<file path="config.mk">
export PLATFORM = sky130hd
export DESIGN_NAME = nv_write_ctrl
export DESIGN_NICKNAME = d
export VERILOG_FILES = /design/src/rtl/nvc_pkg.sv /design/src/rtl/nvc_pending.sv /design/src/rtl/nvc_prog_timer.sv /design/src/rtl/nvc_reg_bank.sv /design/src/rtl/nv_write_ctrl.sv
export SDC_FILE = /design/constraint.sdc
export NUM_CORES = 1
export LEC_CHECK = 0
export ABC_AREA = 1
export BUFFER_PORTS_ARGS = -buffer_cell sky130_fd_sc_hd__buf_2
export CORE_AREA = 5 5 183 185
export DETAILED_ROUTE_END_ITERATION = 6
export DIE_AREA = 0 0 188 190
export MAX_ROUTING_LAYER = met4
export RECOVER_POWER = 25
export REMOVE_ABC_BUFFERS = 1
export SYNTH_ARGS = -nofsm -noshare
export SYNTH_HDL_FRONTEND = slang
export SYNTH_SLANG_ARGS = --single-unit
</file>
<file path="constraint.sdc">
create_clock -name clk -period 1.77 [get_ports clk]
set_clock_uncertainty 0.1 [all_clocks]
set_input_delay 0.177 -clock clk [delete_from_list [all_inputs] [get_ports clk]]
set_output_delay 0.177 -clock clk [all_outputs]
set_load 0.005 [all_outputs]
</file>
<file path="src/rtl/nvc_pkg.sv">
package nvc_pkg;
  typedef enum logic {
    PEND_EMPTY = 1'b0,
    PEND_HELD  = 1'b1
  } pend_state_e;
endpackage

</file>
<file path="src/rtl/nvc_pending.sv">
module nvc_pending
  import nvc_pkg::*;
#(
  parameter int CH_W  = 2,
  parameter int SEL_W = 2,
  parameter int DW    = 8
) (
  input  logic             clk,
  input  logic             rst_n,
  input  logic             bus_start,
  input  logic             bus_stop,
  input  logic             bus_abort,
  input  logic             wp_n,
  input  logic             busy,
  input  logic             cap,
  input  logic [CH_W-1:0]  cap_chan,
  input  logic [SEL_W-1:0] cap_sel,
  input  logic [DW-1:0]    cap_data,
  output logic             launch,
  output logic [CH_W-1:0]  l_chan,
  output logic [SEL_W-1:0] l_sel,
  output logic [DW-1:0]    l_data
);
  pend_state_e st;

  assign launch = (st == PEND_HELD) && bus_stop && wp_n && !busy;

  always_ff @(posedge clk or negedge rst_n) begin
    if (!rst_n) begin
      st     <= PEND_EMPTY;
      l_chan <= '0;
      l_sel  <= '0;
      l_data <= '0;
    end else if (!wp_n) begin
      st <= PEND_EMPTY;
    end else if (cap) begin
      st     <= PEND_HELD;
      l_chan <= cap_chan;
      l_sel  <= cap_sel;
      l_data <= cap_data;
    end else if (bus_start || bus_abort || launch) begin
      st <= PEND_EMPTY;
    end
  end

  // write protect low leaves nothing pending afterwards
  assert_wp_cancel_R6: assert property (@(posedge clk) disable iff (!rst_n)
    !wp_n |=> st == PEND_EMPTY);

  // START or abort without a new request empties the holder
  assert_start_drop_R8: assert property (@(posedge clk) disable iff (!rst_n)
    (bus_start || bus_abort) && !cap |=> st == PEND_EMPTY);
endmodule

</file>
<file path="src/rtl/nvc_prog_timer.sv">
module nvc_prog_timer #(
  parameter int PROG_CYCLES = 500,
  parameter int CH_W        = 2,
  parameter int SEL_W       = 2,
  parameter int DW          = 8
) (
  input  logic             clk,
  input  logic             rst_n,
  input  logic             launch,
  input  logic [CH_W-1:0]  l_chan,
  input  logic [SEL_W-1:0] l_sel,
  input  logic [DW-1:0]    l_data,
  output logic             busy,
  output logic             commit,
  output logic [CH_W-1:0]  t_chan,
  output logic [SEL_W-1:0] t_sel,
  output logic [DW-1:0]    t_data
);
  localparam int CNT_W = $clog2(PROG_CYCLES + 1);
  localparam logic [CNT_W-1:0] LOAD = CNT_W'(PROG_CYCLES - 1);

  logic [CNT_W-1:0] cnt;

  assign commit = busy && (cnt == '0);

  always_ff @(posedge clk or negedge rst_n) begin
    if (!rst_n) begin
      busy   <= 1'b0;
      cnt    <= '0;
      t_chan <= '0;
      t_sel  <= '0;
      t_data <= '0;
    end else if (launch) begin
      busy   <= 1'b1;
      cnt    <= LOAD;
      t_chan <= l_chan;
      t_sel  <= l_sel;
      t_data <= l_data;
    end else if (commit) begin
      busy <= 1'b0;
    end else if (busy) begin
      cnt <= cnt - CNT_W'(1);
    end
  end

  // a launch always opens a busy period
  assert_launch_busy_R3: assert property (@(posedge clk) disable iff (!rst_n)
    launch |=> busy);

  // busy never ends early and counts down by one
  assert_no_early_end_R3: assert property (@(posedge clk) disable iff (!rst_n)
    busy && (cnt != '0) |=> busy && (cnt == $past(cnt) - CNT_W'(1)));

  // the commit cycle is the last busy cycle
  assert_commit_last_R3: assert property (@(posedge clk) disable iff (!rst_n)
    commit && !launch |=> !busy);
endmodule

</file>
<file path="src/rtl/nvc_reg_bank.sv">
module nvc_reg_bank #(
  parameter int CH  = 4,
  parameter int NVR = 4,
  parameter int DW  = 8,
  localparam int CH_W  = $clog2(CH),
  localparam int SEL_W = $clog2(NVR)
) (
  input  logic             clk,
  input  logic             rst_n,
  input  logic             vol_we,
  input  logic [CH_W-1:0]  vol_chan,
  input  logic [DW-1:0]    vol_data,
  input  logic             nv_we,
  input  logic [CH_W-1:0]  nv_chan,
  input  logic [SEL_W-1:0] nv_sel,
  input  logic [DW-1:0]    nv_data,
  input  logic [CH_W-1:0]  rd_chan,
  input  logic [SEL_W-1:0] rd_sel,
  output logic [DW-1:0]    rd_data,
  output logic [CH*DW-1:0] wiper_bus
);
  logic [DW-1:0] nv_q [CH][NVR];

  always_ff @(posedge clk or negedge rst_n) begin
    if (!rst_n) begin
      for (int c = 0; c < CH; c++)
        for (int r = 0; r < NVR; r++)
          nv_q[c][r] <= '0;
    end else if (nv_we) begin
      nv_q[nv_chan][nv_sel] <= nv_data;
    end
  end

  assign rd_data = nv_q[rd_chan][rd_sel];

  for (genvar c = 0; c < CH; c++) begin : g_ch
    logic [DW-1:0] wiper_r;

    always_ff @(posedge clk or negedge rst_n) begin
      if (!rst_n)                                wiper_r <= '0;
      else if (vol_we && vol_chan == CH_W'(c))   wiper_r <= vol_data;
    end

    assign wiper_bus[c*DW +: DW] = wiper_r;

    for (genvar r = 0; r < NVR; r++) begin : g_reg
      // a register changes only when a commit addresses it
      assert_nv_only_on_commit_R10: assert property (@(posedge clk) disable iff (!rst_n)
        !(nv_we && nv_chan == CH_W'(c) && nv_sel == SEL_W'(r)) |=> $stable(nv_q[c][r]));
    end
  end
endmodule

</file>
<file path="src/rtl/nv_write_ctrl.sv">
module nv_write_ctrl #(
  parameter int CH          = 4,
  parameter int NVR         = 4,
  parameter int DW          = 8,
  parameter int PROG_CYCLES = 500,
  localparam int CH_W  = $clog2(CH),
  localparam int SEL_W = $clog2(NVR)
) (
  input  logic             clk,
  input  logic             rst_n,
  input  logic             bus_start,
  input  logic             bus_stop,
  input  logic             bus_abort,
  input  logic             wp_n,
  input  logic             req_valid,
  output logic             req_ready,
  input  logic             req_nv,
  input  logic [CH_W-1:0]  req_chan,
  input  logic [SEL_W-1:0] req_sel,
  input  logic [DW-1:0]    req_data,
  output logic             busy,
  input  logic [CH_W-1:0]  rd_chan,
  input  logic [SEL_W-1:0] rd_sel,
  output logic [DW-1:0]    rd_data,
  output logic [CH*DW-1:0] wiper_bus
);
  logic             accept, vol_we, cap, launch, commit;
  logic [CH_W-1:0]  l_chan, t_chan;
  logic [SEL_W-1:0] l_sel, t_sel;
  logic [DW-1:0]    l_data, t_data;

  assign req_ready = !busy;
  assign accept    = req_valid && req_ready;
  assign vol_we    = accept && !req_nv;
  assign cap       = accept && req_nv;

  nvc_pending #(.CH_W(CH_W), .SEL_W(SEL_W), .DW(DW)) u_pending (
    .clk, .rst_n, .bus_start, .bus_stop, .bus_abort, .wp_n, .busy,
    .cap, .cap_chan(req_chan), .cap_sel(req_sel), .cap_data(req_data),
    .launch, .l_chan, .l_sel, .l_data
  );

  nvc_prog_timer #(.PROG_CYCLES(PROG_CYCLES), .CH_W(CH_W), .SEL_W(SEL_W), .DW(DW)) u_timer (
    .clk, .rst_n, .launch, .l_chan, .l_sel, .l_data,
    .busy, .commit, .t_chan, .t_sel, .t_data
  );

  nvc_reg_bank #(.CH(CH), .NVR(NVR), .DW(DW)) u_bank (
    .clk, .rst_n,
    .vol_we, .vol_chan(req_chan), .vol_data(req_data),
    .nv_we(commit), .nv_chan(t_chan), .nv_sel(t_sel), .nv_data(t_data),
    .rd_chan, .rd_sel, .rd_data, .wiper_bus
  );

  // a busy period only ever follows a STOP with write protect high
  assert_busy_after_stop_R3: assert property (@(posedge clk) disable iff (!rst_n)
    $rose(busy) |-> $past(bus_stop) && $past(wp_n));

  // nothing is taken from the stream while busy
  assert_no_take_busy_R4: assert property (@(posedge clk) disable iff (!rst_n)
    busy && !commit |=> $stable(wiper_bus));
endmodule

</file>
# After elaboration in Yosys (flattened, before gate mapping)
# Index checks and enable logic that the tools add are counted.
totals:
  out_inout_bits: 42
  regBits: 195
  in_bits: 24
op_classes:
  muxes: 19
  reduce_logical: 23
  n_eq_ne: 5
  add_sub_neg: 1
  n_bitwise: 4
  order_cmp: 6
ops:
  columns: ["cell", "n"]
  rows:
  - ["$bwmux 128", 1]
  - ["$mux 32", 3]
  - ["$bmux 32 s2", 1]
  - ["$demux 32 s2", 1]
  - ["$mux 9", 3]
  - ["$mux 8", 3]
  - ["$bmux 8 s2", 1]
  - ["$demux 8 s2", 1]
  - ["$logic_and 1x1->1", 13]
  - ["$ge 3x3->1 const B", 4]
  - ["$not 2->3", 4]
  - ["$logic_not 9->1", 1]
  - ["$sub 9x1->9 const B", 1]
  - ["$lt 3x1->1 const B", 2]
  - ["$mux 1", 5]
  - ["$eq 2x2->1 const B", 2]
  - ["$reduce_and 2->1", 2]
  - ["$reduce_bool 2->1", 2]
  - ["$ne 3x1->1 const B", 1]
  - ["$eq 2x1->1 const B", 1]
  - ["$logic_not 1->1", 2]
  - ["$logic_not 2->1", 1]
  - ["$logic_or 1x1->1", 2]
  - ["$ne 2x1->1 const B", 1]

# Longest topological paths before layout
depth:
  ltp_word: 8
  ltp_mapped: 10
  ltp_nobuf: 9

# Hierarchy
# From an unflattened synthesis, not the netlist that was laid out.
hier_totals:
  cells_unflattened: 1151
  area_unflattened_um2: 9064.9
modules_own_cells:
  columns: ["module", "cells_each", "n_inst", "area_each_um2"]
  rows:
  - ["nvc_reg_bank", 951, 1, 7434.6]
  - ["nvc_prog_timer", 134, 1, 1072.3]
  - ["nvc_pending", 61, 1, 536.8]
  - ["nv_write_ctrl", 5, 1, 21.3]

# Worst setup path before layout
# OpenSTA, ideal clock, no wires.
synth_timing:
  path_type: "register to register"
  from: "register u_timer.cnt[0]"
  to: "register u_bank.nv_q[56] in the netlist's numbering"
  setup_slack_ns: 0.048
  required_ns: 1.605
  period_less_slack_ns: 1.722
  stages_incl_launch_ff: 11
  arrival_ns: 1.556
  cell_sequence: "dfrtp_1 > inv_1 > ha_1 > nand2_2 > nor2_8 > nand2_4 > nor2_4 > buf_8 > buf_6 > nand3_1 > nand2_1"
synth_via:
  elab_chain_cells: 2
synth_lines:
  columns: ["item", "line_no", "rtl"]
  rows:
  - ["start, declared", "nvc_prog_timer.sv:22", "logic [CNT_W-1:0] cnt;"]
  - ["start signal, assigned", "nvc_prog_timer.sv:42", "cnt <= cnt - CNT_W'(1);"]
  - ["$logic_not 9->1", "nvc_prog_timer.sv:24", "assign commit = busy && (cnt == '0);"]
  - ["$logic_and 1x1->1", "nvc_prog_timer.sv:24", null]
  - ["end signal, assigned by index", "nvc_reg_bank.sv:30", "nv_q[nv_chan][nv_sel] <= nv_data;"]
  - ["end, declared", "nvc_reg_bank.sv:22", "logic [DW-1:0] nv_q [CH][NVR];"]
# Every way passes these cells.
# A chain may end at the register's enable or synchronous reset.

# Final worst setup path
layout_timing:
  from: "register u_bank.nv_q[112] in the netlist's numbering"
  to: "output rd_data[0]"
layout_via:
  elab_chain_cells: 6
layout_lines:
  columns: ["item", "line_no", "rtl"]
  rows:
  - ["$bmux 32 s2", "nvc_reg_bank.sv:34", "assign rd_data = nv_q[rd_chan][rd_sel];"]
  - ["$mux 32 (not written as such) (2 in series)", "nvc_reg_bank.sv:34", null]
  - ["$bmux 8 s2", "nvc_reg_bank.sv:34", null]
  - ["$mux 8 (not written as such) (2 in series)", "nvc_reg_bank.sv:34", null]
  - ["end, declared", "nv_write_ctrl.sv:24", "output logic [DW-1:0] rd_data,"]
# Every way passes these cells. The select of a mux whose other input is x is not followed.

==> results_dict.tcl <==
set metrics [dict create \
    required_ps 1490 \
    die_w_um 188 \
    ys_top_cells_by_count "nand2_1, nand3_1, dfrtp_1, o21ai_0, nor2_1" \
    p_sw_mw 2.36 \
    clk_pin_slew_ps 80 \
    start_util_pct 29.3 \
    antenna_found_initial 1 \
    insertion_delay_ps 450 \
    hp-class "in2reg" \
    avgSynthCellArea_um2 7.95 \
    internal_power_mw 6.55 \
    boundaryPins 66 \
    synth-seq-cells 195 \
    cp_num_buf_inv 1 \
    routed_wirelength_um 29900 \
    h-tree-depth 4 \
    drive_gt1_share_pct 23.7 \
    ys_async_sr_fraction_pct 100 \
    leakage_nw 6.26 \
    fmax_mhz 534 \
    dieArea_um2 35700 \
    core_area_um2 31900 \
    wire_per_inst_um 17.2 \
    r2r_end "u_bank.nv_q[105]" \
    vias 8718 \
    yosysMostFrequentCell "nand2_1" \
    crit_fanout 2 \
    yosys-top-cells-area "dfrtp_1, nand2_1, nand3_1, o21ai_0, nor2_1" \
    worstHoldEndpoint "u_pending.st" \
    cts_buffer_depth 2 \
    critical-path-slowest-cell "dfrtp_1" \
    layout.nets 1341 \
    swShare_pct 26.5 \
    stdcell_count 1737 \
    numCtsBuffers 17 \
    drc 0 \
    min_period_ps 1870 \
    cts.sinks 195 \
    p_clk_share_pct 43.9 \
    power.density_nw_per_um2 732 \
    p_comb_share_pct 5.9 \
    viasPerCell 5.02 \
    cp.arrival_ps 1590 \
    syn_to_final_growth_pct 30.3 \
    antenna_cells 0 \
    place_congestion 0.862 \
    place_inst 1653 \
    r2r-start "u_timer.cnt[4]" \
    min-delay-start "req_valid" \
    die_h_um 190 \
    critPathMostFrequentCell "nand3_2" \
    place.detailed.hpwl_um 17400 \
    dr.pass1.iters 5 \
    crit_path_cell_trace "or2_2 -> nand3_1 -> nand3_2 -> nand3_2 -> nand2_2 -> buf_6" \
    cts_tree "built" \
    synth_ff_type "dfrtp_1" \
    grt_pass1_wl_um 44600 \
    outcome "complete, but fails checks" \
    maxSlewViolCount 0 \
    seq_area_frac_synth_pct 52.3 \
    ir_drop_v 0.000691 \
    grt_pass1_vias 8055 \
    hold_viol_final 0 \
    netlist.area_leader.share_pct 52.3 \
    setup-violations-final 22 \
    numPortBuffers 65 \
    finalCritPeriodShare_pct 106 \
    cpPeakStageDelay_ps 380 \
    synth_edf_count 0 \
    fill_cells 3248 \
    yosysWarnings 0 \
    grt_setup_unrepaired "true" \
    grt.total_usage_pct 15.8 \
    num_rows 66 \
    crit_path_end_kind "output pin" \
    critPathLaunchType "register" \
    drtAntennaViolNets 0 \
    maxCapViolations 0 \
    ff2ff_setup_slack_ps -20 \
    max-slew-margin-rel_pct 41.7 \
    critPathKind "reg2out" \
    syn_inst 1175 \
    worstHoldPathCells 6 \
    fin_ws_ps -102 \
    clockRootBuffer "clkbuf_16" \
    synth_area_um2 9340 \
    cp_top_family "simple AND/OR/NAND/NOR gates" \
    tightestPinTransition_ps 874 \
    ys_types 30 \
    yosys.area.top_type "dfrtp_1" \
    failed_checks "negative setup slack" \
    r2r_cells 10 \
    power_frac_seq_pct 50.3 \
    drt_iter0_markers 994 \
    overflow 0 \
    grt_max_degree 68 \
    hold_slack_ps 63.1 \
]
[cells in the final DEF (no fill, tap or decap), types with 8 or more instances in the layout]
cell	netlist	layout
buf_12	0	17
buf_2	4	61
buf_4	1	65
buf_6	13	12
clkbuf_16	0	24
dfrtp_1	195	194
dlygate4sd3_1	0	18
inv_1	45	43
mux2_2	8	8
nand2_1	459	442
nand2_2	3	19
nand3_1	206	157
nand3_2	0	49
nand4_1	8	8
nand4_4	0	10
nor2_1	65	61
nor2_2	7	11
o211ai_1	12	12
o21ai_0	66	62
or2_2	9	8
[cell families after synthesis]
kind of cell               count (synthesis)  synth area share, %
AOI/OAI and AO/OA                         82                 4.72
xor gates and xnor gates                   1               0.0938
adders and majority gates                  1                0.134
buffers and inverters                    114                 5.84
DFF                                      195                 52.3
muxes                                      8                0.965
and+or+nand+nor                          774                 36.0
[worst min-delay path, cell delays in order]
cell and delay [ps]:
buf_2 100, inv_1 70, nor2_1 60, nand2_1 50, nand3_1 70, nand2_1 50
[per-stage QoR]
stage / setup WS [ps] / utilization, % / power [mW] / instance area [um^2] / TNS, ps
global route: -176 / 38.2 / 9.23 / 12200 / -8490
detailed placement: -29.5 / 32.9 / 5.04 / 10500 / -116
global placement: 12.1 / 32.9 / 5.04 / 10500 / 0
finish: -102 / 38.2 / 8.91 / 12200 / -704
floorplan: -1150 / - / 4.72 / 8970 / -161170
CTS: -72.6 / 35.6 / 8.96 / 11400 / -434
[metal layers]
metal	up-vias	wire length, um	track usage, %
li1	4094	-	-
met1	4195	13700	23.4
met2	388	12700	22.0
met3	41	2880	3.25
met4	0	607	4.46
met5	-	0	-
[power by group through the flow]
stage	sequential (mW)	combinational (mW)	clock [mW]
final	4.48	0.523	3.91
after detailed placement	4.57	0.477	0
after floorplan	4.57	0.152	0
after CTS	4.48	0.522	3.96
after global placement	4.57	0.475	0
after global routing	4.48	0.579	4.16
[state kept, by name (all words and copies together), names as in the netlist]
signal,count
u_pending.l_sel,2
u_timer.cnt,9
u_pending.l_data,8
u_pending.l_chan,2
u_timer.t_chan,2
u_pending.st,1
u_bank.g_ch.wiper_r,32
u_bank.nv_q,128
u_timer.t_data,8
u_timer.busy,1
u_timer.t_sel,2
[layout make-up]
class | instances | area [um^2] | area share (%)
Clock inverter | 15 | 150 | 1.23
Tap cell | 408 | 510 | 4.20
Multi-Input combinational cell | 866 | 4320 | 35.5
Timing Repair Buffer | 188 | 1700 | 14.0
Clock buffer | 17 | 425 | 3.50
Sequential cell | 195 | 4880 | 40.1
Inverter | 48 | 180 | 1.48
[worst max-delay path by stage]
stage / from / to / slack [ps] / cells after the start
global route: u_bank.nv_q[62] / rd_data[6] / -180 / 7
detailed placement: u_timer.cnt[0] / u_bank.nv_q[92] / -30 / 8
floorplan: u_timer.cnt[0] / u_bank.nv_q[0] / -1150 / 8
global placement: rd_chan[0] / rd_data[0] / 10 / 8
CTS: u_bank.nv_q[45] / rd_data[5] / -70 / 7
finish: u_bank.nv_q[112] / rd_data[0] / -100 / 6
[what timing repair did]
action / 4_1_cts / 5_1_grt
gates resized for setup: 20 / 93
cloned: 0 / 14
pin swaps: 14 / 57
setup endpoints to repair: 29 / 142
hold buffers: 18 / 0
endpoints found under the hold margin: 106 / 0
setup buffers: 3 / 17
Power figures use the tool's default switching activity.
